File: src/rtl/lpm_pkg.sv
package lpm_pkg;

   localparam int MODE_W = 3;

   // internal sequencing states; handshake states sit between run and stop
   typedef enum logic [2:0] {
      ST_RUN      = 3'd0,
      ST_WAIT     = 3'd1,
      ST_STOP_HS  = 3'd2,
      ST_STOP     = 3'd3,
      ST_VRUN     = 3'd4,
      ST_VWAIT    = 3'd5,
      ST_VSTOP_HS = 3'd6,
      ST_VSTOP    = 3'd7
   } lpm_state_e;

   // reported mode codes
   typedef enum logic [MODE_W-1:0] {
      MC_RUN   = 3'd0,
      MC_WAIT  = 3'd1,
      MC_STOP  = 3'd2,
      MC_VRUN  = 3'd3,
      MC_VWAIT = 3'd4,
      MC_VSTOP = 3'd5
   } lpm_mode_e;

   typedef struct packed {
      logic core;
      logic sys;
      logic master;
      logic periph;
      logic flash;
      logic stop_req;
      logic reg_stop;
      logic freq_lim;
   } lpm_ctl_t;

endpackage

File: src/rtl/lpm_next_state.sv
module lpm_next_state
   import lpm_pkg::*;
(
   input  lpm_state_e cur,
   input  logic       sleep_req,
   input  logic       deep_sleep_req,
   input  logic       run_mode_wr,
   input  logic       run_mode_vlp,
   input  logic       wake,
   input  logic       ack_all,
   output lpm_state_e nxt
);

   always_comb begin
      nxt = cur;
      unique case (cur)
         ST_RUN: begin
            if (deep_sleep_req)                  nxt = ST_STOP_HS;
            else if (sleep_req)                  nxt = ST_WAIT;
            else if (run_mode_wr && run_mode_vlp) nxt = ST_VRUN;
         end
         ST_WAIT:    if (wake) nxt = ST_RUN;
         ST_STOP_HS: begin
            if (wake)         nxt = ST_RUN;
            else if (ack_all) nxt = ST_STOP;
         end
         ST_STOP:    if (wake) nxt = ST_RUN;
         ST_VRUN: begin
            if (deep_sleep_req)                   nxt = ST_VSTOP_HS;
            else if (sleep_req)                   nxt = ST_VWAIT;
            else if (run_mode_wr && !run_mode_vlp) nxt = ST_RUN;
         end
         ST_VWAIT:   if (wake) nxt = ST_VRUN;
         ST_VSTOP_HS: begin
            if (wake)         nxt = ST_VRUN;
            else if (ack_all) nxt = ST_VSTOP;
         end
         ST_VSTOP:   if (wake) nxt = ST_VRUN;
         default:    nxt = ST_RUN;
      endcase
   end

endmodule

File: src/rtl/lpm_out_decode.sv
module lpm_out_decode
   import lpm_pkg::*;
(
   input  lpm_state_e cur,
   output lpm_ctl_t   ctl,
   output lpm_mode_e  code
);

   always_comb begin
      ctl  = '{core: 1'b1, sys: 1'b1, master: 1'b1, periph: 1'b1,
               flash: 1'b1, stop_req: 1'b0, reg_stop: 1'b0, freq_lim: 1'b0};
      code = MC_RUN;
      unique case (cur)
         ST_RUN: code = MC_RUN;
         ST_WAIT: begin
            ctl.core = 1'b0;
            code     = MC_WAIT;
         end
         ST_STOP_HS: begin
            ctl.core     = 1'b0;
            ctl.sys      = 1'b0;
            ctl.stop_req = 1'b1;
            code         = MC_STOP;
         end
         ST_STOP: begin
            ctl          = '0;
            ctl.stop_req = 1'b1;
            code         = MC_STOP;
         end
         ST_VRUN: begin
            ctl.reg_stop = 1'b1;
            ctl.freq_lim = 1'b1;
            code         = MC_VRUN;
         end
         ST_VWAIT: begin
            ctl.core     = 1'b0;
            ctl.reg_stop = 1'b1;
            ctl.freq_lim = 1'b1;
            code         = MC_VWAIT;
         end
         ST_VSTOP_HS: begin
            ctl.core     = 1'b0;
            ctl.sys      = 1'b0;
            ctl.stop_req = 1'b1;
            ctl.reg_stop = 1'b1;
            code         = MC_VSTOP;
         end
         ST_VSTOP: begin
            ctl          = '0;
            ctl.stop_req = 1'b1;
            ctl.reg_stop = 1'b1;
            code         = MC_VSTOP;
         end
         default: ;
      endcase
   end

endmodule

File: src/rtl/lpm_ack_reduce.sv
module lpm_ack_reduce #(
   parameter int NUM_PERIPH = 4
) (
   input  logic [NUM_PERIPH-1:0] ack,
   output logic                  all_set
);

   generate
      if (NUM_PERIPH == 1) begin : g_single
         assign all_set = ack[0];
      end else begin : g_tree
         logic [NUM_PERIPH-1:0] chain;
         assign chain[0] = ack[0];
         for (genvar i = 1; i < NUM_PERIPH; i++) begin : g_and
            assign chain[i] = chain[i-1] & ack[i];
         end
         assign all_set = chain[NUM_PERIPH-1];
      end
   endgenerate

endmodule

File: src/rtl/lpm_seq_ctrl.sv
module lpm_seq_ctrl
   import lpm_pkg::*;
#(
   parameter int NUM_PERIPH = 4,
   parameter int NUM_BUS    = 3
) (
   input  logic                  clk,
   input  logic                  rst_n,
   input  logic                  sleep_req,
   input  logic                  deep_sleep_req,
   input  logic                  run_mode_wr,
   input  logic                  run_mode_vlp,
   input  logic                  wake,
   input  logic [NUM_PERIPH-1:0] stop_ack,
   input  logic [NUM_BUS-1:0]    bus_clk_cfg,
   output logic                  core_clk_en,
   output logic                  sys_clk_en,
   output logic                  master_clk_en,
   output logic [NUM_BUS-1:0]    bus_clk_en,
   output logic                  flash_clk_en,
   output logic [NUM_PERIPH-1:0] stop_req,
   output logic                  reg_stop_sel,
   output logic                  freq_restrict,
   output logic [MODE_W-1:0]     mode_code
);

   generate
      if (NUM_PERIPH < 1) begin : g_bad_periph
         $error("NUM_PERIPH must be at least 1");
      end
      if (NUM_BUS < 1) begin : g_bad_bus
         $error("NUM_BUS must be at least 1");
      end
   endgenerate

   lpm_state_e state_q, state_d;
   lpm_ctl_t   ctl;
   lpm_mode_e  code;
   logic       ack_all;

   lpm_ack_reduce #(.NUM_PERIPH(NUM_PERIPH)) u_ack (
      .ack     (stop_ack),
      .all_set (ack_all)
   );

   lpm_next_state u_nxt (
      .cur            (state_q),
      .sleep_req      (sleep_req),
      .deep_sleep_req (deep_sleep_req),
      .run_mode_wr    (run_mode_wr),
      .run_mode_vlp   (run_mode_vlp),
      .wake           (wake),
      .ack_all        (ack_all),
      .nxt            (state_d)
   );

   always_ff @(posedge clk or negedge rst_n) begin
      if (!rst_n) state_q <= ST_RUN;
      else        state_q <= state_d;
   end

   lpm_out_decode u_dec (
      .cur  (state_q),
      .ctl  (ctl),
      .code (code)
   );

   assign core_clk_en   = ctl.core;
   assign sys_clk_en    = ctl.sys;
   assign master_clk_en = ctl.master;
   assign flash_clk_en  = ctl.flash;
   assign reg_stop_sel  = ctl.reg_stop;
   assign freq_restrict = ctl.freq_lim;
   assign mode_code     = code;

   generate
      for (genvar b = 0; b < NUM_BUS; b++) begin : g_bus
         assign bus_clk_en[b] = ctl.periph & bus_clk_cfg[b];
      end
      for (genvar p = 0; p < NUM_PERIPH; p++) begin : g_req
         assign stop_req[p] = ctl.stop_req;
      end
   endgenerate

endmodule

File: config.mk
export PLATFORM = sky130hd
export DESIGN_NAME = lpm_seq_ctrl
export DESIGN_NICKNAME = d
export VERILOG_FILES = /design/src/rtl/lpm_pkg.sv /design/src/rtl/lpm_next_state.sv /design/src/rtl/lpm_out_decode.sv /design/src/rtl/lpm_ack_reduce.sv /design/src/rtl/lpm_seq_ctrl.sv
export SDC_FILE = /design/constraint.sdc
export NUM_CORES = 1
export LEC_CHECK = 0
export ABC_AREA = 1
export CORE_MARGIN = 2
export CORE_UTILIZATION = 30
export DETAILED_ROUTE_END_ITERATION = 8
export PLACE_DENSITY = 0.75
export SKIP_CTS_REPAIR_TIMING = 1
export SLEW_MARGIN = 20
export SYNTH_ARGS = -nofsm -noshare
export SYNTH_HDL_FRONTEND = slang
export SYNTH_SLANG_ARGS = --single-unit
File: constraint.sdc
create_clock -name clk -period 1.2 [get_ports clk]
set_input_delay 0.18 -clock clk [delete_from_list [all_inputs] [get_ports clk]]
set_output_delay 0.18 -clock clk [all_outputs]
set_load 0.005 [all_outputs]
==> impl_metrics.toml, run 1 <==
[critical_path]
slowest_stage = "dfrtp_2"
cp.arrival_ns = 1.22
crit_type = "register to output port"
crit_top_cell = "buf_6"
cp-end-kind = "output port"
critical_path.top_delay_family = "flip-flops"
cp_slowest_stage_delay_ns = 0.47
path_buf_inv = 4
worst_setup_path_start_kind = "register"
critical_path.cell_chain = "buf_6, buf_6, buf_6, nor2_2, buf_2"
cp_max_fo = 5
cp.required_ns = 1.02

[floorplan]
rows = 13
die_area_sq_mm = 0.001666
initial_core_util = 0.3165
die_x_um = 40.82
core-area_sq_mm = 0.001285
io_pins = 30
die_y_um = 40.82

[timing]
hold_violations = 0
finClkSkew_ns = 0.002079
max_freq_mhz = 714.4
slew_violations = 0
max_slew_margin = 0.8607
rsz0062_at_grt = "yes"
fin_crit_ns = 1.400
fin_ws_ns = -0.1998
timing.hold.ws_ns = 0.1403
worstMarginPinSlew_ns = 0.2068
finalCritPeriodShare = 1.166
setup_viol = 13

[power_and_ir_drop]
power_density_mw_per_mm2 = 2105
fin_total_pwr_mw = 1.765
ir_worst_vdd_mv = 1.074
p_leak_nw = 0.4884

[drt]
drc = 0
postRouteAntennaNets = 0
avgRoutedWirePerCell_um = 10.77
dr_total_vias = 541
via_per_inst = 4.508
dr.pass1.iters = 4
drt_iter0_markers = 5
routed_wl_um = 1292

[cts]
clkLatencyLatePin_ns = 0.23
cts_tree = "done"
cts.sinks = 3
clkTransAtPathRegs_ns = 0.04
cts_buffers = 3
clockBufferDepth = 2
cts_root_buffer = "clkbuf_4"
htree_num_levels = 1

[place]
dp_slack_ns = -0.3492
post_dp_cell_area_sq_um = 738.2
hpwl_um = 954.7
routabilityCongestion = 0.7530
portBuffers = 29

[cells_and_area]
fillers = 126
largest_reg_flops = 3
reg.largest.list = "state_q: 3 flops"
final_core_util = 0.6524
seqCellArea_sq_um = 78.83
num_antenna_cells = 0
drive_gt1_frac = 0.4762
multiInputGateArea_sq_um = 255.2
area_growth_pct = 106.2
fin_area_sq_um = 838.3
regMostFlops = "state_q"
fin_nets = 120

[yosys]
ys_ff_latch = 3
syn_area_per_cell_sq_um = 6.161
synth.distinct_cells = 17
synth_top_area_share = 0.1846
yosysSeqAreaShare = 0.1846
syn_inst = 66
yosysTopAreaCell = "dfrtp_1"
synthTopCellsByArea = "dfrtp_1 18%, nand2_1 14%, nand3_1 11%, inv_1 9.2%, buf_4 7.4%"
netlist_area_sq_um = 406.6
syn_nets = 80
yosysWarnings = 0

[global_route]
grt_pass1_vias = 445
grt_overflow = 0
antenna_found_initial = 0
grt_util_all_layers = 0.1494
grt_max_degree = 9
grt_pass1_wl_um = 1662

[run_status]
violations = "setup timing"
status = "finished with violations"

[min_path]
hold_path.class = "input port to asynchronous set/reset pin"

[flow_run]
drv_cap = 0
## metal layers
metal / track usage / vias to the layer above / part of all wire
met2: 0.3086 / 25 / 0.58
met1: 0.1536 / 244 / 0.32
met3: 0.02174 / 0 / 0.094
met5: 0 / - / 0
met4: 0.02500 / 0 / 0
li1: - / 272 / -
## where the power goes
| group | total [mW] | switching, mW | internal [mW] | leakage, nW |
|---|---|---|---|---|
| registers | 0.255 | 0.101 | 0.155 | 0.0344 |
| clock network | 0.173 | 0.0482 | 0.124 | 0.0150 |
| logic | 1.34 | 0.555 | 0.782 | 0.439 |
## worst register-to-register path: stages (launching register included)
cell      delay, ns
dfrtp_2        0.47
clkinv_4       0.09
nand2_4        0.05
buf_4          0.14
nor2_4         0.11
nand3_4        0.11
nand3_1        0.11
nand2_1        0.05
## final timing paths
kind | end | from | cells past startpoint | slack [ns]
worst max-delay path | freq_restrict | state_q[1] | 5 | -0.20
worst min-delay path | state_q[1] | rst_n | 1 | 0.14
worst max register to register | state_q[2] | state_q[1] | 7 | -0.04
worst min register to register | state_q[2] | state_q[2] | 2 | 0.58
max in group asynchronous | state_q[2] | rst_n | 1 | 0.89
min in group clk | state_q[2] | state_q[2] | 2 | 0.58
## Yosys cell counts (all sizes together)
cell    number
nand2       17
nor2        11
dfrtp        3
nand3       10
buf          6
inv         12
o21ai        2
clkbuf       2
a21oi        2
clkinv       1
## through the flow
step	instances	TNS [ns]
floorplan	66	0
global placement	113	-2.903
detailed placement	113	-3.294
CTS	117	-7.088
global route	120	-1.542
finish	120	-0.7726
## area by class of cell
cell class	count	area share
Timing Repair Buffer	43	0.4836
Multi-Input combinational cell	42	0.3045
Sequential cell	3	0.09403
Inverter	13	0.06418
Clock buffer	4	0.03134
Tap cell	15	0.02239
## cell families after synthesis
group | share of synthesized area
buf+inv | 0.2800
flops | 0.1846
simple gates | 0.4862
compound gates | 0.04923
## cells in the final DEF (no fill, tap or decap)
| cell type | instances |
|---|---|
| a21oi_1 | 2 |
| buf_2 | 6 |
| buf_4 | 7 |
| buf_6 | 10 |
| clkbuf_1 | 1 |
| clkbuf_2 | 1 |
| clkbuf_4 | 3 |
| clkdlybuf4s50_1 | 13 |
| clkinv_4 | 1 |
| dfrtp_2 | 3 |
| dlymetal6s2s_1 | 6 |
| inv_1 | 8 |
| inv_2 | 4 |
| nand2_1 | 11 |
| nand2_2 | 4 |
| nand2_4 | 2 |
| nand3_1 | 6 |
| nand3_2 | 3 |
| nand3_4 | 1 |
| nor2_1 | 6 |
| nor2_2 | 2 |
| nor2_4 | 3 |
| o21ai_0 | 1 |
| o21ai_1 | 1 |
No activity file was read; power rests on OpenSTA's default activity.
==> run 2: changes to the inputs <==
--- a/config.mk
+++ b/config.mk
@@ -6,12 +6,15 @@
 export NUM_CORES = 1
 export LEC_CHECK = 0
 export ABC_AREA = 1
-export CORE_MARGIN = 2
-export CORE_UTILIZATION = 30
+export CAP_MARGIN = 20
+export CORE_AREA = 2 2 39 41
 export DETAILED_ROUTE_END_ITERATION = 8
-export PLACE_DENSITY = 0.75
+export DIE_AREA = 0 0 41 43
+export GPL_TIMING_DRIVEN = 0
+export PLACE_DENSITY = 0.71
 export SKIP_CTS_REPAIR_TIMING = 1
 export SLEW_MARGIN = 20
 export SYNTH_ARGS = -nofsm -noshare
 export SYNTH_HDL_FRONTEND = slang
+export SYNTH_HIERARCHICAL = 1
 export SYNTH_SLANG_ARGS = --single-unit
==> run 2 against run 1 <==
The flow still finishes with violations (setup timing). Utilization fell by 8.7 points. Routed wire length shrank 22%. Critical path depth did not move. Count of clock-buffer cells in the layout stayed put. Non-clock buffer count up 4. Total power is 5.6% higher. Highest routed layer unchanged. Cell area shrank 6.7%. Die area is 5.8% higher.
==> impl_metrics.toml, run 2 <==
[cts]
htree_num_levels = 1
clkTransAtPathRegs_ns = 0.04
cts_buffers = 3
cts_tree = "done"
cts_root_buffer = "clkbuf_4"
clockBufferDepth = 2
clkLatencyLatePin_ns = 0.23
cts.sinks = 3

[yosys]
yosysWarnings = 6
synthTopCellsByArea = "nand2_1 24%, dfrtp_1 22%, inv_1 14%, buf_4 11%, nor2_1 7.6%"
synth.distinct_cells = 14
ys_ff_latch = 3
synth_top_area_share = 0.2391
synth_ff_type = "dfrtp_1"
yosysTopAreaCell = "nand2_1"
syn_area_per_cell_sq_um = 5.481
netlist_area_sq_um = 345.3
yosysSeqAreaShare = 0.2174
synth-async-reset-ratio = 1.000
yosysMostFrequentCell = "nand2_1"
synth_edf_count = 0
syn_nets = 77
yosys-top-cells-count = "22 x nand2_1, 13 x inv_1, 7 x nor2_1"
syn_inst = 63

[floorplan]
initial_core_util = 0.2495
core-area_sq_mm = 0.001384
die_x_um = 41
die_area_sq_mm = 0.001763
rows = 14
io_pins = 30
die_y_um = 43

[timing]
slew_violations = 0
timing.hold.ws_ns = 0.1296
hold_violations = 0
rsz0062_at_grt = "yes"
fin_crit_ns = 1.364
finClkSkew_ns = 0.0004988
finalCritPeriodShare = 1.136
setup_viol = 14
max_freq_mhz = 733.3
fin_ws_ns = -0.1638
worstMarginPinSlew_ns = 0.1805
max_slew_margin = 0.8793

[drt]
dr_wl_met2_um = 486
postRouteAntennaNets = 0
dr.pass1.iters = 3
drt_iter0_markers = 2
drc = 0
wl_met3_um = 129
wirelength_met1_um = 393
dr_total_vias = 505
via_per_inst = 4.106
avgRoutedWirePerCell_um = 8.203
routed_wl_um = 1009
highest_layer = "met3"

[cells_and_area]
fin_area_sq_um = 782.0
seqCellArea_sq_um = 78.83
area_growth_pct = 126.4
largest_reg_flops = 3
mostFrequentLayoutCell = "nand2_1"
fillers = 130
final_core_util = 0.5651
final_cell_mix = "21 x nand2_1, 13 x inv_1, 13 x clkdlybuf4s50_1, 12 x buf_4, 10 x buf_6"
multiInputGateArea_sq_um = 190.2
regMostFlops = "state_q"
reg.largest.list = "state_q: 3 flops"
num_antenna_cells = 0
fin_nets = 122
drive_gt1_frac = 0.4112

[global_route]
antenna_found_initial = 0
grt_pass1_wl_um = 1345
grt_pass1_vias = 358
grt_max_degree = 11
grt_overflow = 0
grt_util_all_layers = 0.1186

[critical_path]
worstReg2RegEnd = "state_q[1]"
crit_type = "register to output port"
worst_setup_path_start_kind = "register"
cp_slowest_stage_delay_ns = 0.42
cp.required_ns = 1.02
rr_worst_depth = 8
cp_max_fo = 6
worstSetupStartpoint = "state_q[1]"
cp-end-kind = "output port"
cp-endpoint = "master_clk_en"
rrSetupSlack_ns = 0
worstReg2RegStart = "state_q[1]"
critical_path.cell_chain = "buf_6, nand2_2, buf_4, buf_4, buf_4"
crit_top_cell = "buf_4"
slowest_stage = "dfrtp_2"
cp.arrival_ns = 1.18

[min_path]
hold_path.class = "input port to asynchronous set/reset pin"

[place]
hpwl_um = 725.4
routabilityCongestion = 0.7666
portBuffers = 29
post_dp_cell_area_sq_um = 655.6

[power_and_ir_drop]
ir_worst_vdd_mv = 0.9168
power_density_mw_per_mm2 = 2384
p_leak_nw = 0.4551

[run_status]
status = "finished with violations"
violations = "setup timing"

[flow_run]
drv_cap = 0
run 2: cell count changes after synthesis, moves of 2 or more:
| cell | before | now |
|---|---|---|
| a21oi_1 | 2 | 0 |
| buf_6 | 2 | 0 |
| o21ai_0 | 2 | 0 |
| nand2_1 | 15 | 22 |
| inv_1 | 10 | 13 |
| nand3_1 | 9 | 3 |
run 2: worst max-delay path, delay by kind of cell, from the launching register on:
family                 cells  cell delay [ns]
buffers and inverters      4             0.49
DFF                        1             0.42
and+or+nand+nor            1             0.05
run 2: worst min-delay path by stage:
| stage | slack (ns) | to | cells after the start | start |
|---|---|---|---|---|
| after global placement | 0.37 | state_q[2] | 1 | rst_n |
| after detailed placement | 0.37 | state_q[2] | 1 | rst_n |
| after CTS | 0.13 | state_q[1] | 1 | rst_n |
| after global routing | 0.12 | state_q[1] | 1 | rst_n |
| after floorplan | -0.12 | state_q[0] | 0 | rst_n |
| final | 0.13 | state_q[1] | 1 | rst_n |
run 2: cell families (layout without fill, tap and decap cells):
logic type / Yosys count / after routing / share of synthesized area
AND/OR/NAND/NOR: 37 / 37 / 0.4638
flip-flops: 3 / 3 / 0.2174
buffers and inverters: 21 / 65 / 0.2826
AO/OA/AOI/OAI: 2 / 2 / 0.03623
run 2: layer usage:
metal	GRT usage	up-vias
li1	-	265
met1	0.1194	213
met2	0.1719	27
met3	0.05759	0
met4	0.1000	0
met5	0	-
run 2: power breakdown:
| part | internal, mW | switching (mW) | leakage [nW] |
|---|---|---|---|
| combinational | 0.871 | 0.567 | 0.406 |
| clock | 0.124 | 0.0491 | 0.0150 |
| sequential | 0.165 | 0.0878 | 0.0338 |
run 2: metrics by stage:
stage / cells / setup WS [ns] / power [mW] / setup TNS (ns)
after floorplan: 63 / 0.1448 / 0.7663 / 0
after global placement: 108 / -0.3304 / 1.363 / -3.564
after detailed placement: 108 / -0.3585 / 1.386 / -3.800
after CTS: 112 / -0.6166 / 1.569 / -7.878
after global routing: 123 / -0.2310 / 2.064 / -2.320
final: 123 / -0.1638 / 1.864 / -1.295
run 2: cell type report:
class                           count  share of cell area
Buffer                              7             0.08160
Clock buffer                        4             0.03360
Inverter                           14             0.06720
Multi-Input combinational cell     39              0.2432
Sequential cell                     3              0.1008
Tap cell                           16             0.02560
Timing Repair Buffer               40              0.4480
